$ cat src/rtl/osd_ser_pkg.sv
package osd_ser_pkg;
    parameter int PIX_W          = 2;
    parameter int PIX_PER_BYTE   = 4;
    parameter int BYTES_PER_LINE = 3;
    parameter int GLYPH_LINES    = 18;

    localparam int PIX_PER_LINE = PIX_PER_BYTE * BYTES_PER_LINE;
    localparam int LINE_BITS    = PIX_W * PIX_PER_LINE;
    localparam int CNT_W        = $clog2(PIX_PER_LINE);
    localparam int LINE_W       = $clog2(GLYPH_LINES);

    typedef enum logic [PIX_W-1:0] {
        PIX_BLACK = 2'b00,
        PIX_TRANS = 2'b01,
        PIX_WHITE = 2'b10
    } pix_code_e;
endpackage

$ cat src/rtl/osd_pix_decode.sv
module osd_pix_decode
    import osd_ser_pkg::*;
(
    input  logic [PIX_W-1:0] raw_pix,
    input  logic             invert,
    input  logic             blank,
    output logic [PIX_W-1:0] code
);
    always_comb begin
        if (blank) begin
            code = PIX_TRANS;
        end else begin
            unique case (raw_pix)
                PIX_BLACK: code = invert ? PIX_WHITE : PIX_BLACK;
                PIX_WHITE: code = invert ? PIX_BLACK : PIX_WHITE;
                default:   code = PIX_TRANS;
            endcase
        end
    end
endmodule

$ cat src/rtl/osd_ser_ctrl.sv
module osd_ser_ctrl
    import osd_ser_pkg::*;
(
    input  logic                 clk,
    input  logic                 rst_n,
    input  logic                 pix_en,
    input  logic                 start,
    input  logic [LINE_W-1:0]    line_idx,
    input  logic [LINE_BITS-1:0] line_bytes,
    input  logic                 inv,
    input  logic                 blink,
    input  logic                 blink_on,
    input  logic [PIX_W-1:0]     dec_code,
    output logic [PIX_W-1:0]     cur_pix,
    output logic                 cur_inv,
    output logic                 cur_blank,
    output logic                 pix_valid,
    output logic [PIX_W-1:0]     pix_code,
    output logic                 pix_last,
    output logic                 busy
);
    typedef struct packed {
        logic                 busy;
        logic [LINE_BITS-1:0] sr;
        logic [CNT_W-1:0]     cnt;
        logic                 inv;
        logic                 blank;
        logic                 valid;
        logic [PIX_W-1:0]     code;
        logic                 last;
    } ser_state_t;

    localparam logic [CNT_W-1:0]  LAST_IDX  = CNT_W'(PIX_PER_LINE - 1);
    localparam logic [LINE_W-1:0] LINE_LIM  = LINE_W'(GLYPH_LINES);

    ser_state_t st_d, st_q;

    always_comb begin
        st_d       = st_q;
        st_d.valid = 1'b0;
        st_d.last  = 1'b0;
        if (!st_q.busy) begin
            if (start && (line_idx < LINE_LIM)) begin
                st_d.busy  = 1'b1;
                st_d.sr    = line_bytes;
                st_d.cnt   = '0;
                st_d.inv   = inv;
                st_d.blank = blink & ~blink_on;
            end
        end else if (pix_en) begin
            st_d.valid = 1'b1;
            st_d.code  = dec_code;
            st_d.sr    = st_q.sr << PIX_W;
            st_d.cnt   = st_q.cnt + 1'b1;
            if (st_q.cnt == LAST_IDX) begin
                st_d.last = 1'b1;
                st_d.busy = 1'b0;
            end
        end
    end

    always_ff @(posedge clk) begin
        if (!rst_n) begin
            st_q <= '{busy: 1'b0, sr: '0, cnt: '0, inv: 1'b0, blank: 1'b0,
                      valid: 1'b0, code: PIX_TRANS, last: 1'b0};
        end else begin
            st_q <= st_d;
        end
    end

    assign cur_pix   = st_q.sr[LINE_BITS-1 -: PIX_W];
    assign cur_inv   = st_q.inv;
    assign cur_blank = st_q.blank;
    assign pix_valid = st_q.valid;
    assign pix_code  = st_q.code;
    assign pix_last  = st_q.last;
    assign busy      = st_q.busy;
endmodule

$ cat src/rtl/osd_line_serializer.sv
module osd_line_serializer
    import osd_ser_pkg::*;
(
    input  logic                 clk,
    input  logic                 rst_n,
    input  logic                 pix_en,
    input  logic                 start,
    input  logic [LINE_W-1:0]    line_idx,
    input  logic [LINE_BITS-1:0] line_bytes,
    input  logic                 inv,
    input  logic                 blink,
    input  logic                 blink_on,
    output logic                 pix_valid,
    output logic [PIX_W-1:0]     pix_code,
    output logic                 pix_last,
    output logic                 busy
);
    logic [PIX_W-1:0] cur_pix;
    logic [PIX_W-1:0] dec_code;
    logic             cur_inv;
    logic             cur_blank;

    osd_pix_decode u_dec (
        .raw_pix (cur_pix),
        .invert  (cur_inv),
        .blank   (cur_blank),
        .code    (dec_code)
    );

    osd_ser_ctrl u_ctrl (
        .clk        (clk),
        .rst_n      (rst_n),
        .pix_en     (pix_en),
        .start      (start),
        .line_idx   (line_idx),
        .line_bytes (line_bytes),
        .inv        (inv),
        .blink      (blink),
        .blink_on   (blink_on),
        .dec_code   (dec_code),
        .cur_pix    (cur_pix),
        .cur_inv    (cur_inv),
        .cur_blank  (cur_blank),
        .pix_valid  (pix_valid),
        .pix_code   (pix_code),
        .pix_last   (pix_last),
        .busy       (busy)
    );
endmodule

$ cat config.mk
export PLATFORM = sky130hd
export DESIGN_NAME = osd_line_serializer
export DESIGN_NICKNAME = d
export VERILOG_FILES = /design/src/rtl/osd_ser_pkg.sv /design/src/rtl/osd_pix_decode.sv /design/src/rtl/osd_ser_ctrl.sv /design/src/rtl/osd_line_serializer.sv
export SDC_FILE = /design/constraint.sdc
export NUM_CORES = 1
export LEC_CHECK = 0
export BUFFER_PORTS_ARGS = -buffer_cell sky130_fd_sc_hd__buf_2
export CORE_MARGIN = 2
export CORE_UTILIZATION = 54
export DETAILED_ROUTE_END_ITERATION = 7
export HOLD_SLACK_MARGIN = 0.05
export PLACE_DENSITY = 0.78
export SYNTH_ARGS = -nofsm -noshare
export SYNTH_HDL_FRONTEND = slang
export SYNTH_SLANG_ARGS = --single-unit
export TNS_END_PERCENT = 50
$ cat constraint.sdc
create_clock -name clk -period 1.8 [get_ports clk]
set_clock_uncertainty 0.2 [all_clocks]
set_input_delay 0.27 -clock clk [delete_from_list [all_inputs] [get_ports clk]]
set_output_delay 0.27 -clock clk [all_outputs]
set_load 0.02 [all_outputs]
==> results.txt <==
----------------------------------------------------
[STA]
  Transition time at the pin with the least slew margin ... 0.522 ns
  RSZ-0062 raised after global routing ... no
  Final worst hold slack ... 0.215 ns
  Count of final hold-check violations ... 0
  Tightest slew margin relative to the limit ... 0.652
  Setup TNS after final layout ... 0 ns
  Peak clock frequency supported by timing ... 626 MHz
  Post-layout minimum cycle time ... 1.60 ns
  Final setup viols ... 0
  Number of pins with negative max-slew slack in the final report ... 0
  Share of the clock period used by the worst path after layout ... 0.887

[Critical path]
  Maximum fanout encountered on the critical timing path ... 20
  Register-to-register path setup slack ... 0.30 ns
  Worst Path Required ... ~1.3 ns
  Critical path capture point type ... output port
  Reg-to-Reg End ... u_ctrl.st_q[13]
  FF-to-FF Start ... u_ctrl.busy
  Worst path arrival time ... about 1.1 ns
  Register-to-Register Path Depth ... 4
  Critical Setup Path Class ... reg -> out
  Startpoint types ... flop
  CP endpoint ... busy
  Startpoint of the worst setup timing path ... u_ctrl.busy

[Power]
  LEAKAGE ... between 0.8 and 0.9 nW
  Power density over cell area ... 659 mW/mm2
  Worst voltage drop across the vdd grid ... 0.548 mV
  Final Power ... 0.00166 W

[Placement]
  HPWL after DPL ... 3120 um
  Inst Count DP ... 290
  Placer Congestion ... 0.764
  Count of port buffers added during placement ... 39

[Clock network]
  Clock network latency to the later pin of the worst-skew pair ... 0.34 ns
  Number of post-CTS setup repair buffers ... 0
  Clock Sink Count ... 35
  Root Buffer Master ... sky130_fd_sc_hd__clkbuf_4
  Clock slew at the register clock pins of the worst setup and hold paths ... 0.11 ns
  PostCTS Resize Cnt ... 0
  H-tree levels ... 2
  CTS tree ... built
  Number of CTS-inserted buffers ... 5
  Max Buffers Root-to-Sink ... 2

[Routing]
  Post-route DRC violation count ... 0
  Total wire length after detailed routing ... 5220 um
  Top layer reached by signal wires ... met4
  Total met2 wirelength after detailed routing ... 2560 um
  WL/cell ... 16.1 um
  Total number of vias ... 2006
  Drt first-iter violations ... 238
  Drt first pass iters ... 4
  Via-to-Cell Ratio ... 6.19
  Amount of wire on met3 after detailed routing ... 275 um
  Wire length the detailed router placed on met1 ... 2320 um
  Remaining antenna violation count ... 0

[Floorplanning]
  Number of ports placed on the die boundary ... between 40 and 50
  Area of the die ... 0.00410 mm2
  Starting density of the core ... 0.575
  Chip Height ... around 64 um
  Core region area ... about 0.0034 mm2
  Width of the chip ... 64.1 um
  FP Rows ... 21

[Layout]
  Fraction of layout instances using a drive strength above 1 ... 0.230
  Layout overhead on the synthesized area ... 29.4%
  Core utilization of the finished layout ... 0.743
  Antenna diode count ... 0
  Count of placed standard cells in the final layout, fillers left out ... roughly 320
  Number of nets in the final layout ... ~320

[Hold path]
  Hold/Removal Path Class ... in -> reg

[Synth]
  Average instance area after synthesis ... 8.78 um2
  Distinct cells, synth ... 33
  Number of nets in the synthesized netlist ... between 200 and 300
  Syn Std Cell Area ... roughly 0.0019 mm2
  Gate count after technology mapping ... 222
  Proportion of synthesized chip area in sequential cells ... 0.360
  Synthesis-stage register bit count ... 35
  Yosys warning total ... 0

[Global routing]
  Total global routing overflow ... 0
  Pin count of the biggest net entering global routing ... 47
  Number of global-route vias before repair ... 1818
  Antenna violations before repair ... 0
  Global-route total usage across every layer ... 0.262
  First-pass GRT wire length ... 8510 um

[Run]
  Max Cap Violations ... 0

[Outcome]
  Outcome ... complete, no violations

----------------------------------------------------
[timing repair]
item                                    in CTS  in global routing
hold buffers                                27                  0
endpoints found under the setup margin       0                  0
hold endpoints to repair                    26                  0
[metal layers]
layer / track usage / up-vias
met5: 0 / -
met4: 0.0815 / 0
met3: 0.0423 / 7
met2: 0.427 / 69
met1: 0.353 / 939
li1: - / 991
[logic make-up after synthesis]
group                    synth area share
AO/OA/AOI/OAI                       0.320
buffers and inverters              0.0841
adder cells (fa/ha/maj)           0.00642
flip-flops                          0.360
XOR/XNOR                          0.00450
AND/OR/NAND/NOR                     0.225
[synthesized netlist by cell type, drive strengths merged]
| cell | count | area share |
|---|---|---|
| a211oi | 2 | 0.0077 |
| dfxtp | 35 | 0.36 |
| or4 | 1 | 0.0039 |
| nor3 | 3 | 0.0077 |
| xnor2 | 1 | 0.0045 |
| nor2b | 22 | 0.071 |
| a41oi | 1 | 0.0045 |
| o21a | 1 | 0.0039 |
| nor2 | 3 | 0.0058 |
| a21oi | 4 | 0.010 |
| clkbuf | 12 | 0.023 |
| nand3 | 1 | 0.0026 |
| a311oi | 1 | 0.0045 |
| o211ai | 24 | 0.092 |
| o31ai | 1 | 0.0064 |
| o31a | 1 | 0.0045 |
| nand2 | 11 | 0.021 |
| nand3b | 2 | 0.0077 |
| ha | 1 | 0.0064 |
| and2 | 1 | 0.0032 |
| buf | 19 | 0.057 |
| a32oi | 21 | 0.094 |
| a2bb2oi | 1 | 0.0045 |
| or2 | 1 | 0.0045 |
| o21ai | 4 | 0.010 |
| nand4b | 21 | 0.094 |
| a31oi | 21 | 0.067 |
| nand2b | 1 | 0.0032 |
| o22ai | 3 | 0.0096 |
| inv | 2 | 0.0039 |
[per-stage QoR]
stage / cell area, um2 / setup slack, ns
floorplan: 1950 / 0.261
global placement: 2190 / 0.142
detailed placement: 2190 / 0.140
CTS: 2520 / 0.203
global route: 2520 / 0.139
finish: 2520 / 0.203
[placed cells by master (no fill, tap or decap), drive strengths merged, types with 6 or more instances in the layout]
master / count
a31oi: 21
dfxtp: 35
buf: 53
dlygate4sd3: 27
clkbuf: 6
nor2b: 22
o211ai: 24
nand2: 11
a32oi: 21
nand4b: 21
[cell type report]
cell class	count	area (um2)
clock buffers	6	51.3
clock inverters	1	5.00
fillers	261	870
inverters	2	7.51
multi-input cells	154	1090
flip-flops and latches	35	702
well taps	46	57.6
repair buffers	80	608
[critical path, cell delays in order, from the launching register on]
cell	delay, ns
sky130_fd_sc_hd__dfxtp_2	0.37
sky130_fd_sc_hd__buf_4	0.22
sky130_fd_sc_hd__buf_2	0.19
[registers in the layout, summed over array words and instances, names as in the netlist]
signal,count
u_ctrl.pix_last,1
u_ctrl.st_q,26
u_ctrl.pix_valid,1
u_ctrl.cur_inv,1
u_ctrl.pix_code,2
u_ctrl.busy,1
u_ctrl.cur_blank,1
u_ctrl.cur_pix,2
[worst min path at each step]
stage / start / endpoint / slack [ns] / cells after the start
floorplan: blink_on / u_ctrl.cur_blank / 0.17 / 1
global placement: u_ctrl.pix_code[1] / u_ctrl.pix_code[1] / 0.24 / 2
detailed placement: u_ctrl.pix_code[1] / u_ctrl.pix_code[1] / 0.24 / 2
CTS: line_bytes[23] / u_ctrl.cur_pix[1] / 0.16 / 4
global route: pix_en / u_ctrl.pix_code[1] / 0.22 / 4
finish: pix_en / u_ctrl.pix_code[1] / 0.22 / 4
[power by group]
part	switching, W	internal (W)	total (W)
registers	0.0000257	0.000816	0.000842
logic	0.000193	0.000179	0.000372
clock network	0.000266	0.000181	0.000447
Note: power is estimated with default switching activity, not from simulation.
